$ cat config.mk
export PLATFORM = sky130hd
export DESIGN_NAME = frc_timer
export DESIGN_NICKNAME = d
export VERILOG_FILES = /design/src/rtl/frc_pkg.sv /design/src/rtl/frc_prescaler.sv /design/src/rtl/frc_counter.sv /design/src/rtl/frc_snap.sv /design/src/rtl/frc_ovf_flag.sv /design/src/rtl/frc_timer.sv
export SDC_FILE = /design/constraint.sdc
export NUM_CORES = 1
export LEC_CHECK = 0
export BUFFER_PORTS_ARGS = -buffer_cell sky130_fd_sc_hd__buf_4
export CAP_MARGIN = 20
export CORE_ASPECT_RATIO = 0.7
export CORE_UTILIZATION = 32
export DETAILED_ROUTE_END_ITERATION = 8
export PLACE_DENSITY = 0.58
export SLEW_MARGIN = 25
export SYNTH_ARGS = -nofsm -noshare
export SYNTH_HDL_FRONTEND = slang
export SYNTH_SLANG_ARGS = --single-unit
$ cat constraint.sdc
create_clock -name clk_i -period 3.5 [get_ports clk_i]
set_clock_uncertainty 0.05 [all_clocks]
set_input_delay 0 -clock clk_i [delete_from_list [all_inputs] [get_ports clk_i]]
set_output_delay 0 -clock clk_i [all_outputs]
set_load 0.01 [all_outputs]
$ cat src/rtl/frc_pkg.sv
package frc_pkg;
  localparam int unsigned CNT_W = 16;
  localparam logic [2:0] A_STAT    = 3'd0;
  localparam logic [2:0] A_CTRL    = 3'd1;
  localparam logic [2:0] A_MAIN_HI = 3'd2;
  localparam logic [2:0] A_MAIN_LO = 3'd3;
  localparam logic [2:0] A_ALT_HI  = 3'd4;
  localparam logic [2:0] A_ALT_LO  = 3'd5;
  localparam int unsigned FLAG_BIT = 7;
endpackage

$ cat src/rtl/frc_prescaler.sv
module frc_prescaler #(
  parameter int unsigned DIV = 4
) (
  input  logic clk_i,
  input  logic rst_ni,
  output logic tick_o
);
  localparam int unsigned PW = (DIV > 2) ? $clog2(DIV) : 1;
  localparam logic [PW-1:0] LAST = PW'(DIV - 1);

  logic [PW-1:0] ph_q;

  always_ff @(posedge clk_i or negedge rst_ni) begin
    if (!rst_ni)          ph_q <= '0;
    else if (ph_q == LAST) ph_q <= '0;
    else                  ph_q <= ph_q + 1'b1;
  end

  assign tick_o = (ph_q == LAST);
endmodule

$ cat src/rtl/frc_counter.sv
module frc_counter #(
  parameter int unsigned W = 16,
  parameter logic [W-1:0] RST_VAL = '1
) (
  input  logic         clk_i,
  input  logic         rst_ni,
  input  logic         tick_i,
  output logic [W-1:0] cnt_o,
  output logic         wrap_o
);
  logic [W-1:0] cnt_q;

  always_ff @(posedge clk_i or negedge rst_ni) begin
    if (!rst_ni)     cnt_q <= RST_VAL;
    else if (tick_i) cnt_q <= cnt_q + 1'b1;
  end

  assign cnt_o  = cnt_q;
  assign wrap_o = tick_i && (&cnt_q);
endmodule

$ cat src/rtl/frc_snap.sv
module frc_snap #(
  parameter int unsigned BW = 8
) (
  input  logic          clk_i,
  input  logic          rst_ni,
  input  logic          hi_rd_i,
  input  logic          lo_rd_i,
  input  logic [BW-1:0] live_i,
  output logic [BW-1:0] lo_o,
  output logic          held_o,
  output logic [BW-1:0] snap_o
);
  logic          held_q;
  logic [BW-1:0] snap_q;

  always_ff @(posedge clk_i or negedge rst_ni) begin
    if (!rst_ni) begin
      held_q <= 1'b0;
      snap_q <= '0;
    end else if (hi_rd_i && !held_q) begin
      held_q <= 1'b1;
      snap_q <= live_i;
    end else if (lo_rd_i) begin
      held_q <= 1'b0;
    end
  end

  assign lo_o   = held_q ? snap_q : live_i;
  assign held_o = held_q;
  assign snap_o = snap_q;
endmodule

$ cat src/rtl/frc_ovf_flag.sv
module frc_ovf_flag (
  input  logic clk_i,
  input  logic rst_ni,
  input  logic set_i,
  input  logic stat_rd_i,
  input  logic clr_rd_i,
  output logic flag_o
);
  logic flag_q, armed_q;

  always_ff @(posedge clk_i or negedge rst_ni) begin
    if (!rst_ni) begin
      flag_q  <= 1'b0;
      armed_q <= 1'b0;
    end else if (set_i) begin
      flag_q <= 1'b1;  // set beats a same-cycle clear
    end else if (clr_rd_i && armed_q) begin
      flag_q  <= 1'b0;
      armed_q <= 1'b0;
    end else if (stat_rd_i && flag_q) begin
      armed_q <= 1'b1;
    end else if (!flag_q) begin
      armed_q <= 1'b0;
    end
  end

  assign flag_o = flag_q;
endmodule

$ cat src/rtl/frc_timer.sv
module frc_timer
  import frc_pkg::*;
#(
  parameter int unsigned      PRESCALE_DIV = 4,
  parameter logic [CNT_W-1:0] RESET_COUNT  = 16'hFFFC
) (
  input  logic       clk_i,
  input  logic       rst_ni,
  input  logic       rd_en_i,
  input  logic       wr_en_i,
  input  logic [2:0] addr_i,
  input  logic [7:0] wr_data_i,
  output logic [7:0] rd_data_o,
  output logic       irq_o
);
  localparam int unsigned BW = CNT_W / 2;

  logic             tick, wrap, held, tof, toie_q;
  logic [CNT_W-1:0] cnt_q;
  logic [BW-1:0]    lo_byte, snap;
  logic             rd_stat, rd_hi, rd_lo, rd_main_hi;
  logic             unused_wr;

  assign unused_wr  = ^wr_data_i[7:1];
  assign rd_stat    = rd_en_i && (addr_i == A_STAT);
  assign rd_main_hi = rd_en_i && (addr_i == A_MAIN_HI);
  assign rd_hi      = rd_en_i && (addr_i == A_MAIN_HI || addr_i == A_ALT_HI);
  assign rd_lo      = rd_en_i && (addr_i == A_MAIN_LO || addr_i == A_ALT_LO);

  frc_prescaler #(.DIV(PRESCALE_DIV)) u_pre (
    .clk_i, .rst_ni, .tick_o(tick)
  );

  frc_counter #(.W(CNT_W), .RST_VAL(RESET_COUNT)) u_cnt (
    .clk_i, .rst_ni, .tick_i(tick), .cnt_o(cnt_q), .wrap_o(wrap)
  );

  frc_snap #(.BW(BW)) u_snap (
    .clk_i, .rst_ni, .hi_rd_i(rd_hi), .lo_rd_i(rd_lo),
    .live_i(cnt_q[BW-1:0]), .lo_o(lo_byte), .held_o(held), .snap_o(snap)
  );

  frc_ovf_flag u_flag (
    .clk_i, .rst_ni, .set_i(wrap), .stat_rd_i(rd_stat),
    .clr_rd_i(rd_main_hi), .flag_o(tof)
  );

  always_ff @(posedge clk_i or negedge rst_ni) begin
    if (!rst_ni)                            toie_q <= 1'b0;
    else if (wr_en_i && addr_i == A_CTRL)   toie_q <= wr_data_i[0];
  end

  always_comb begin
    unique case (addr_i)
      A_STAT:              rd_data_o = 8'(tof) << FLAG_BIT;
      A_CTRL:              rd_data_o = {7'd0, toie_q};
      A_MAIN_HI, A_ALT_HI: rd_data_o = cnt_q[CNT_W-1:BW];
      A_MAIN_LO, A_ALT_LO: rd_data_o = lo_byte;
      default:             rd_data_o = 8'd0;
    endcase
  end

  assign irq_o = tof && toie_q;
endmodule

== After elaboration in Yosys (flattened, before gate mapping) ==
Index checks and enable logic that the tools add are counted.

* Flip-flop bits (word level): 30
* Word-level logic and storage cells: 47

* Bitwise logic cells: 1
* Equal/unequal tests: 7
* Mux-type cells: 10
* Reductions and logical operators: 20
* Add/subtract/negate cells: 2

{| class="wikitable"
|+ Operator list
! cell !! count
|-
| $pmux W8 S4 || 1
|-
| $add A16 B1 Y16 const B || 1
|-
| $reduce_and A16 Y1 || 1
|-
| $logic_and A1 B1 Y1 || 10
|-
| $mux W8 || 1
|-
| $mux W1 || 7
|-
| $eq A3 B2 Y1 const B || 2
|-
| $eq A3 B3 Y1 const B || 2
|-
| $reduce_bool A2 Y1 || 2
|-
| $reduce_or A2 Y1 || 2
|-
| $eq A3 B1 Y1 const B || 1
|-
| $logic_not A3 Y1 || 1
|-
| $ne A3 B3 Y1 const B || 1
|-
| $add A2 B1 Y2 const B || 1
|-
| $eq A2 B2 Y1 const B || 1
|-
| $logic_or A1 B1 Y1 || 2
|-
| $mux W2 || 1
|-
| $reduce_and A2 Y1 || 1
|-
| $logic_not A1 Y1 || 1
|-
| $not A1 Y1 || 1
|}

== Longest topological paths before layout ==
Gate-level depths: netlist of run 1.

* Depth in word-level cells: 5
* Mapped depth: 7

== Cells and area by module ==
From an unflattened synthesis of run 1, not the netlist that was laid out.

* Cells, all modules: 140
* Area total of the unflattened synthesis: 1666.6 um^2

{| class="wikitable"
|+ Modules (own cells, without submodules)
! module !! cells each !! sequential area each (um^2) !! area an instance (um^2) !! times used
|-
| frc_counter || 67 || 417.9 || 772.0 || 1
|-
| frc_snap || 30 || 225.2 || 480.5 || 1
|-
| frc_timer || 31 || 25.0 || 261.5 || 1
|-
| frc_ovf_flag || 8 || 50.0 || 86.3 || 1
|-
| frc_prescaler || 4 || 50.0 || 66.3 || 1
|}

== Least setup slack after synthesis of run 1 ==
No wires, ideal clock.

* Path kind: reg2reg
* Start point: reg u_cnt.cnt_q[3], in the netlist u_cnt.cnt_o[3]
* End point: reg u_cnt.cnt_q[15], in the netlist u_cnt.cnt_o[15]
* Cell stages (with the launch flop): 7
* Setup time: 75 ps
* Slack: 1977 ps
* Clock period less this slack: 1523 ps
* Arrival: 1398 ps
* Cell sequence: dfstp_2 -> buf_4 -> nand4_1 -> or2_1 -> buf_6 -> nor3_2 -> xor2_1

* Word-level cells in the longest chain between the ends: 1

{| class="wikitable"
|+ Ends and longest elaborated chain
! item !! line !! RTL
|-
| start: declaration || frc_counter.sv:11 || <nowiki>logic [W-1:0] cnt_q;</nowiki>
|-
| start signal: assignment || frc_counter.sv:15 || <nowiki>else if (tick_i) cnt_q <= cnt_q + 1'b1;</nowiki>
|-
| $add A16 B1 Y16 || frc_counter.sv:15 ||
|}

No other way between the ends.
A chain may end at the register's enable or synchronous reset.

== Worst setup path in the final report of run 1 ==
* Start point: reg u_snap.held_q, in the netlist u_snap.held_o
* End point: out rd_data_o[0]

* Word-level cells in the longest chain between the ends: 2

{| class="wikitable"
|+ Ends and longest elaborated chain
! item !! line !! RTL
|-
| start: declaration || frc_snap.sv:13 || <nowiki>logic held_q;</nowiki>
|-
| start signal: assignment || frc_snap.sv:18 || <nowiki>held_q <= 1'b0;</nowiki>
|-
| start signal: assignment || frc_snap.sv:21 || <nowiki>held_q <= 1'b1;</nowiki>
|-
| start signal: assignment || frc_snap.sv:24 || <nowiki>held_q <= 1'b0;</nowiki>
|-
| $mux W8 || frc_snap.sv:28 || <nowiki>assign lo_o = held_q ? snap_q : live_i;</nowiki>
|-
| $pmux W8 S4 || frc_timer.sv:54 || <nowiki>unique case (addr_i)</nowiki>
|-
| end: declaration || frc_timer.sv:13 || <nowiki>output logic [7:0] rd_data_o,</nowiki>
|}

No other way between the ends.

==> results of run 1 <==
[area by class of cell]
type / instances / area [µm²] / share of cell area (%)
clock buffers: 8 / 110 / 6.06
flip-flops and latches: 30 / 768 / 42.3
inverters: 1 / 3.75 / 0.207
multi-input cells: 97 / 716 / 39.4
well taps: 55 / 68.8 / 3.79
repair buffers: 19 / 150 / 8.26
[layout by cell type (no fill, tap or decap), types with 3 or more instances in the layout]
master | synthesis | layout
nor2_1 | 13 | 13
mux2_2 | 10 | 10
dlygate4sd3_1 | 0 | 3
mux2i_1 | 8 | 8
xnor2_1 | 10 | 9
nand3_1 | 6 | 6
dfrtp_1 | 16 | 16
nand2_1 | 8 | 8
a211oi_1 | 6 | 6
o21ai_0 | 7 | 7
buf_4 | 2 | 16
nand4_1 | 6 | 6
dfstp_2 | 14 | 14
clkbuf_8 | 0 | 8
xor2_1 | 6 | 6
[registers in the layout (all words and copies together) (netlist names)]
register        count
u_cnt.cnt_o        16
u_snap.snap_o       8
u_pre.ph_q          2
toie_q              1
u_flag.armed_q      1
u_flag.flag_o       1
u_snap.held_o       1
[worst min-delay path by stage]
stage,start,end,depth (start not counted)
2_1_floorplan,rst_ni,toie_q,0
3_3_place_gp,rst_ni,u_cnt.cnt_o[0],1
3_5_place_dp,rst_ni,u_cnt.cnt_o[0],1
4_1_cts,rd_en_i,u_snap.held_o,4
5_1_grt,wr_en_i,toie_q,3
6_report,rd_en_i,u_snap.held_o,4
[kinds of logic after synthesis]
family                     after synthesis
xor gates and xnor gates                16
muxes                                   18
DFF                                     30
buffers and inverters                    9
and+or+nand+nor                         45
adders and majority gates                2
AOI/OAI and AO/OA                       16
[synthesized netlist by cell type (2+ instances only)]
cell	instances
buf_6	2
and3_1	2
buf_4	2
clkbuf_1	2
buf_2	2
nand2_1	8
nor2_1	13
xnor2_1	10
nand4_1	6
mux2i_1	8
dfstp_2	14
xor2_1	6
o21ai_0	7
a211oi_1	6
ha_1	2
dfrtp_1	16
mux2_2	10
nand3_1	6
[through the flow]
step	total power, mW	instance area, µm²	setup slack, ns
after detailed placement	0.471	1670	1.73
final	0.788	1820	1.70
after global routing	0.828	1820	1.53
after floorplan	0.436	1540	1.98
after global placement	0.468	1670	1.75
after CTS	0.798	1810	1.56
[power by group]
part	total (mW)	switching, mW	internal [mW]
combinational	0.0841	0.0385	0.0455
sequential	0.384	0.0182	0.365
clock	0.321	0.122	0.198
[metal layers]
metal / share of wire, % / GRT usage, % / wire [µm]
met2: 37 / 19.2 / 1100
met1: 55 / 19.8 / 1620
met3: 5.8 / 4.70 / 170
met4: 1.3 / 5.08 / 38
met5: 0 / 0 / 0
[repair_timing]
action / 4_1_cts / 5_1_grt
endpoints found under the hold margin: 32 / 0
setup endpoints to repair: 0 / 0
hold buffers: 3 / 0
[critical path: stages (launching register included)]
cell     delay, ns
dfrtp_1       0.71
mux2i_1       0.27
nand2_1       0.08
o21ai_0       0.13
o21ai_0       0.12
buf_4         0.17
==> impl_metrics.csv, run 1 <==
group,metric,value,unit
run_status,status,"complete, but fails checks",
run_status,failed_checks,"design-rule violations",
logic_synthesis,netlist_area,1540,µm²
floorplan,die_area,5080,µm²
finish,drive_gt1_share,34.2,%
floorplan,die_height,60.0,µm
clock_tree,cts-resized-gates,0,
timing,final.setup.tns,0,ns
critical_path,worst_setup_path_end_kind,"output pin",
finish,final_core_util,40.6,%
logic_synthesis,syn_avg_cell_area,11.3,µm²
timing,grt_setup_unrepaired,"false",
timing,maxSlewViolCount,0,
logic_synthesis,synth-xor-area-share,9.13,%
grt,grt_pass1_vias,1054,
clock_tree,cts_buffers,5,
clock_tree,postCtsSetupRepairBufs,0,
placed_design,dp_cells,199,
clock_tree,clkSlewWorstSetupHoldPaths,0.06,ns
logic_synthesis,synth_top_area_cell,"dfrtp_1",
logic_synthesis,ys_async_sr_fraction,100,%
grt,grt_pass1_wl,5.15,mm
finish,fill_cells,422,
critical_path,arrival,1.75,ns
timing,setup_viol,0,
timing,fmax,554,MHz
logic_synthesis,ys_warn_count,0,
logic_synthesis,synth_nets,153,
logic_synthesis,synth_flop_cell,"dfrtp_1",
critical_path,reg2reg_slack,1.71,ns
placed_design,dpl.hpwl,2.11,mm
placed_design,io_buffers,16,
logic_synthesis,yosysTopAreaCellShare,26.1,%
grt,gr-total-overflow,0,
critical_path,cp-endpoint,"rd_data_o[0]",
route,drtAntennaViolNets,0,
critical_path,crit_path_start,"u_snap.held_o",
critical_path,worstRegToRegCells,4,
flow_run,drv_cap,0,
logic_synthesis,synth_simple_gate_area_share,16.1,%
logic_synthesis,synth_compound_area_share,6.68,%
logic_synthesis,ys_seq_elements,30,
critical_path,r2r-start,"u_cnt.cnt_o[7]",
placed_design,gp_congestion,0.772,
grt,grt_max_degree,31,
timing,worstMarginPinSlew,0.605,ns
clock_tree,cts_root_buf,"clkbuf_8",
logic_synthesis,synth_mux_area_share,12.6,%
floorplan,pin_count,24,
timing,relSlewSlack,59.5,%
critical_path,r2r-end,"u_flag.armed_q",
floorplan,initial_utilization,34.3,%
finish,final_cells,210,
floorplan,core_area,4480,µm²
floorplan,fp.dieW,84.8,µm
clock_tree,htree_levels,2,
timing,layout_min_cycle_time,1.80,ns
route,routedWlPerCell,13.9,µm
finish,layout.nets,171,
logic_synthesis,yosysSeqAreaShare,50.0,%
critical_path,cp_max_fo,10,
pwr,power_leakage,0.793,nW
route,dr.first_iter.drc_count,35,
logic_synthesis,synth_area_leaders,"dfrtp_1, dfstp_2, mux2_2",
clock_tree,cts_tree,"done",
route,via_per_inst,4.93,
clock_tree,clk_path_buf_depth,2,
hold_path,hold_class,"input port to flop",
finish,syn_to_final_growth,18.3,%
route,drt-total-wl,2.93,mm
grt,track_usage,13.8,%
route,drt_pre_antenna_iters,7,
clock_tree,cts.sinks,30,
finish,diodes,0,
pwr,max-vdd-ir-drop,0.185,mV
critical_path,start_kind,"flop",
critical_path,required,3.45,ns
pwr,powerDensity,434,nW/µm²
floorplan,rows,20,
logic_synthesis,synth_top_family_by_area,"simple AND/OR/NAND/NOR gates",
timing,finalHoldViolCount,0,
route,drc,3,
clock_tree,clk-insertion-delay-late,0.28,ns
route,vias,1036,
timing,period_share,51.6,%
logic_synthesis,synthAdderAreaFrac,1.63,%
logic_synthesis,synth_edf_count,0,
logic_synthesis,synth.distinct_cells,32,
timing,hold_ws,0.0127,ns
grt,antenna_found_initial,0,
logic_synthesis,synth_cells,136,
critical_path,critical_path_class,"flop to output pin",
Note: power is estimated with default switching activity, not from simulation.
==> run 2, diff against run 1 <==
--- a/config.mk
+++ b/config.mk
@@ -5,6 +5,7 @@
 export SDC_FILE = /design/constraint.sdc
 export NUM_CORES = 1
 export LEC_CHECK = 0
+export ABC_AREA = 1
 export BUFFER_PORTS_ARGS = -buffer_cell sky130_fd_sc_hd__buf_4
 export CAP_MARGIN = 20
 export CORE_ASPECT_RATIO = 0.7
==> constraint.sdc (replaced) <==
create_clock -name clk_i -period 1.8 [get_ports clk_i]
set_clock_uncertainty 0.05 [all_clocks]
set_input_delay 0 -clock clk_i [delete_from_list [all_inputs] [get_ports clk_i]]
set_output_delay 0 -clock clk_i [all_outputs]
set_load 0.01 [all_outputs]
==> run 2 against run 1 <==
The run now ends clean. Worst setup slack worse by 1.7 ns. Sequential power up 100%. Total power up 120%. Combinational power rose to 3.5 times the previous value. Critical path depth up 1. Non-clock buffer count up 2. Clock power up 100%. Synthesized area up 8.2%. Final area up 10%. Global-route usage up 0.26 points. Via count up 24%. Critical endpoint is now toie_q. Largest power group unchanged.
==> impl_metrics.csv, run 2 <==
group,metric,value,unit
route,via_per_inst,4.47,
timing,worstMarginPinSlew,0.391,ns
placed_design,dpl.hpwl,2.41,mm
grt,grt_pass1_wl,5.81,mm
logic_synthesis,synth_flop_cell,"dfrtp_1",
pwr,power_leakage,0.885,nW
clock_tree,clkSlewWorstSetupHoldPaths,0.06,ns
placed_design,dp_cells,276,
timing,fmax,565,MHz
finish,final_common_cell,"nand2_1",
floorplan,initial_utilization,34.0,%
pwr,max-vdd-ir-drop,0.299,mV
run_status,status,"complete, no violations",
grt,gr-total-overflow,0,
clock_tree,htree_levels,2,
logic_synthesis,yosys.cell_count.top_type,"nand2_1",
route,dr.first_iter.drc_count,65,
logic_synthesis,ys_async_sr_fraction,100,%
logic_synthesis,synth.distinct_cells,26,
logic_synthesis,synth_area_leaders,"dfrtp_1, dfstp_2, nand2_1",
clock_tree,clk_path_buf_depth,2,
timing,grt_setup_unrepaired,"false",
floorplan,pin_count,24,
grt,grt_max_degree,31,
clock_tree,cts.sinks,30,
logic_synthesis,yosysTopAreaCellShare,24.1,%
flow_run,drv_cap,0,
clock_tree,clk-insertion-delay-late,0.28,ns
logic_synthesis,synth_edf_count,0,
clock_tree,cts_root_buf,"clkbuf_8",
critical_path,worst_setup_path_end_kind,"flop",
critical_path,critical_path_class,"input port to flop",
timing,relSlewSlack,73.9,%
clock_tree,cts-resized-gates,0,
critical_path,arrival,1.89,ns
floorplan,die_area,5490,µm²
timing,final.setup.tns,0,ns
logic_synthesis,ys_warn_count,0,
route,drtAntennaViolNets,0,
finish,drive_gt1_share,28.8,%
timing,hold_ws,0.0288,ns
placed_design,gp_congestion,0.776,
floorplan,die_height,62.3,µm
clock_tree,cts_tree,"done",
logic_synthesis,synth_cells,193,
finish,syn_to_final_growth,20.7,%
finish,final_cells,288,
route,vias,1286,
critical_path,start_kind,"input port",
grt,antenna_found_initial,0,
finish,mostFrequentLayoutCells,"nand2_1, inv_1, buf_4",
logic_synthesis,synth_nets,210,
grt,track_usage,14.1,%
logic_synthesis,yosysSeqAreaShare,46.2,%
logic_synthesis,netlist_area,1660,µm²
timing,maxSlewViolCount,0,
finish,diodes,0,
timing,finalHoldViolCount,0,
logic_synthesis,ys_seq_elements,30,
hold_path,hold_class,"input port to flop",
floorplan,rows,21,
floorplan,fp.dieW,88.1,µm
route,routedWlPerCell,11.4,µm
route,drt_pre_antenna_iters,4,
route,drc,0,
finish,layout.nets,235,
finish,largest_register_ffs,16,
pwr,powerDensity,850,nW/µm²
timing,setup_viol,0,
grt,grt_pass1_vias,1321,
placed_design,io_buffers,16,
logic_synthesis,synthTopCellsByCount,"nand2_1, inv_1, dfrtp_1, dfstp_2, nor2_1",
logic_synthesis,syn_avg_cell_area,8.61,µm²
critical_path,required,1.92,ns
critical_path,cp_max_fo,1,
route,drt-total-wl,3.27,mm
clock_tree,cts_buffers,5,
floorplan,core_area,4890,µm²
logic_synthesis,synth_top_area_cell,"dfrtp_1",
timing,period_share,98.4,%
timing,layout_min_cycle_time,1.77,ns
## run 2: layout make-up
| cell class | instances | area [µm²] |
|---|---|---|
| tap | 69 | 86.3 |
| clock buffer | 8 | 110 |
| timing repair buffer | 21 | 168 |
| sequential | 30 | 768 |
| multi-input combinational | 136 | 783 |
| inverter | 24 | 90.1 |
| fill | 521 | 2880 |
## run 2: what timing repair did
action / CTS / global route
hold endpoints to repair: 31 / 0
hold buffers: 4 / 0
buffers inserted: 0 / 0
## run 2: power breakdown
part	switching [mW]	internal [mW]
clock	0.256	0.386
sequential	0.0341	0.733
combinational	0.170	0.126
total	0.460	1.24
## run 2: critical path, stage by stage
cell	delay, ns
dlygate4sd3_1	0.54
buf_4	0.13
nand3_1	0.07
dlygate4sd3_1	0.55
nand2_1	0.05
dlygate4sd3_1	0.55
## run 2: kinds of logic (layout without fill, tap and decap cells)
kind of cell	after synthesis	count (layout)	synth area share, %
XOR/XNOR	12	12	6.33
adder cells (fa/ha/maj)	2	2	1.51
buffers and inverters	27	53	6.63
AO/OA/AOI/OAI	25	25	10.5
flip-flops	30	30	46.2
AND/OR/NAND/NOR	97	97	28.8
## run 2: worst paths after layout
kind | from | to | slack (ns) | depth (start not counted)
max in group asynchronous | rst_ni | u_cnt.cnt_o[12] | 1.23 | 2
worst min-delay path | addr_i[2] | u_flag.flag_o | 0.03 | 5
worst max register to register | u_pre.ph_q[0] | u_cnt.cnt_o[15] | 0.31 | 8
worst max-delay path | wr_data_i[0] | toie_q | 0.03 | 6
worst min register to register | u_pre.ph_q[0] | u_pre.ph_q[0] | 0.38 | 1
min in group asynchronous | rst_ni | u_snap.snap_o[0] | 0.14 | 2
## run 2: metal layers
metal  GRT usage, %  part of all wire (%)
met1           20.3                    54
met2           19.3                    40
met3           4.12                   4.4
met4           6.05                   1.7
met5              0                     0
## run 2: through the flow
step	power (mW)	area (µm²)	utilization, %	worst slack [ns]
3_3_place_gp	1.06	1860	38.0	0.318
3_5_place_dp	1.07	1860	38.0	0.312
6_report	1.70	2010	41.0	0.0293
5_1_grt	1.81	2010	41.0	0.00753
2_1_floorplan	0.953	1660	-	0.492
4_1_cts	1.72	2010	41.0	0.0623
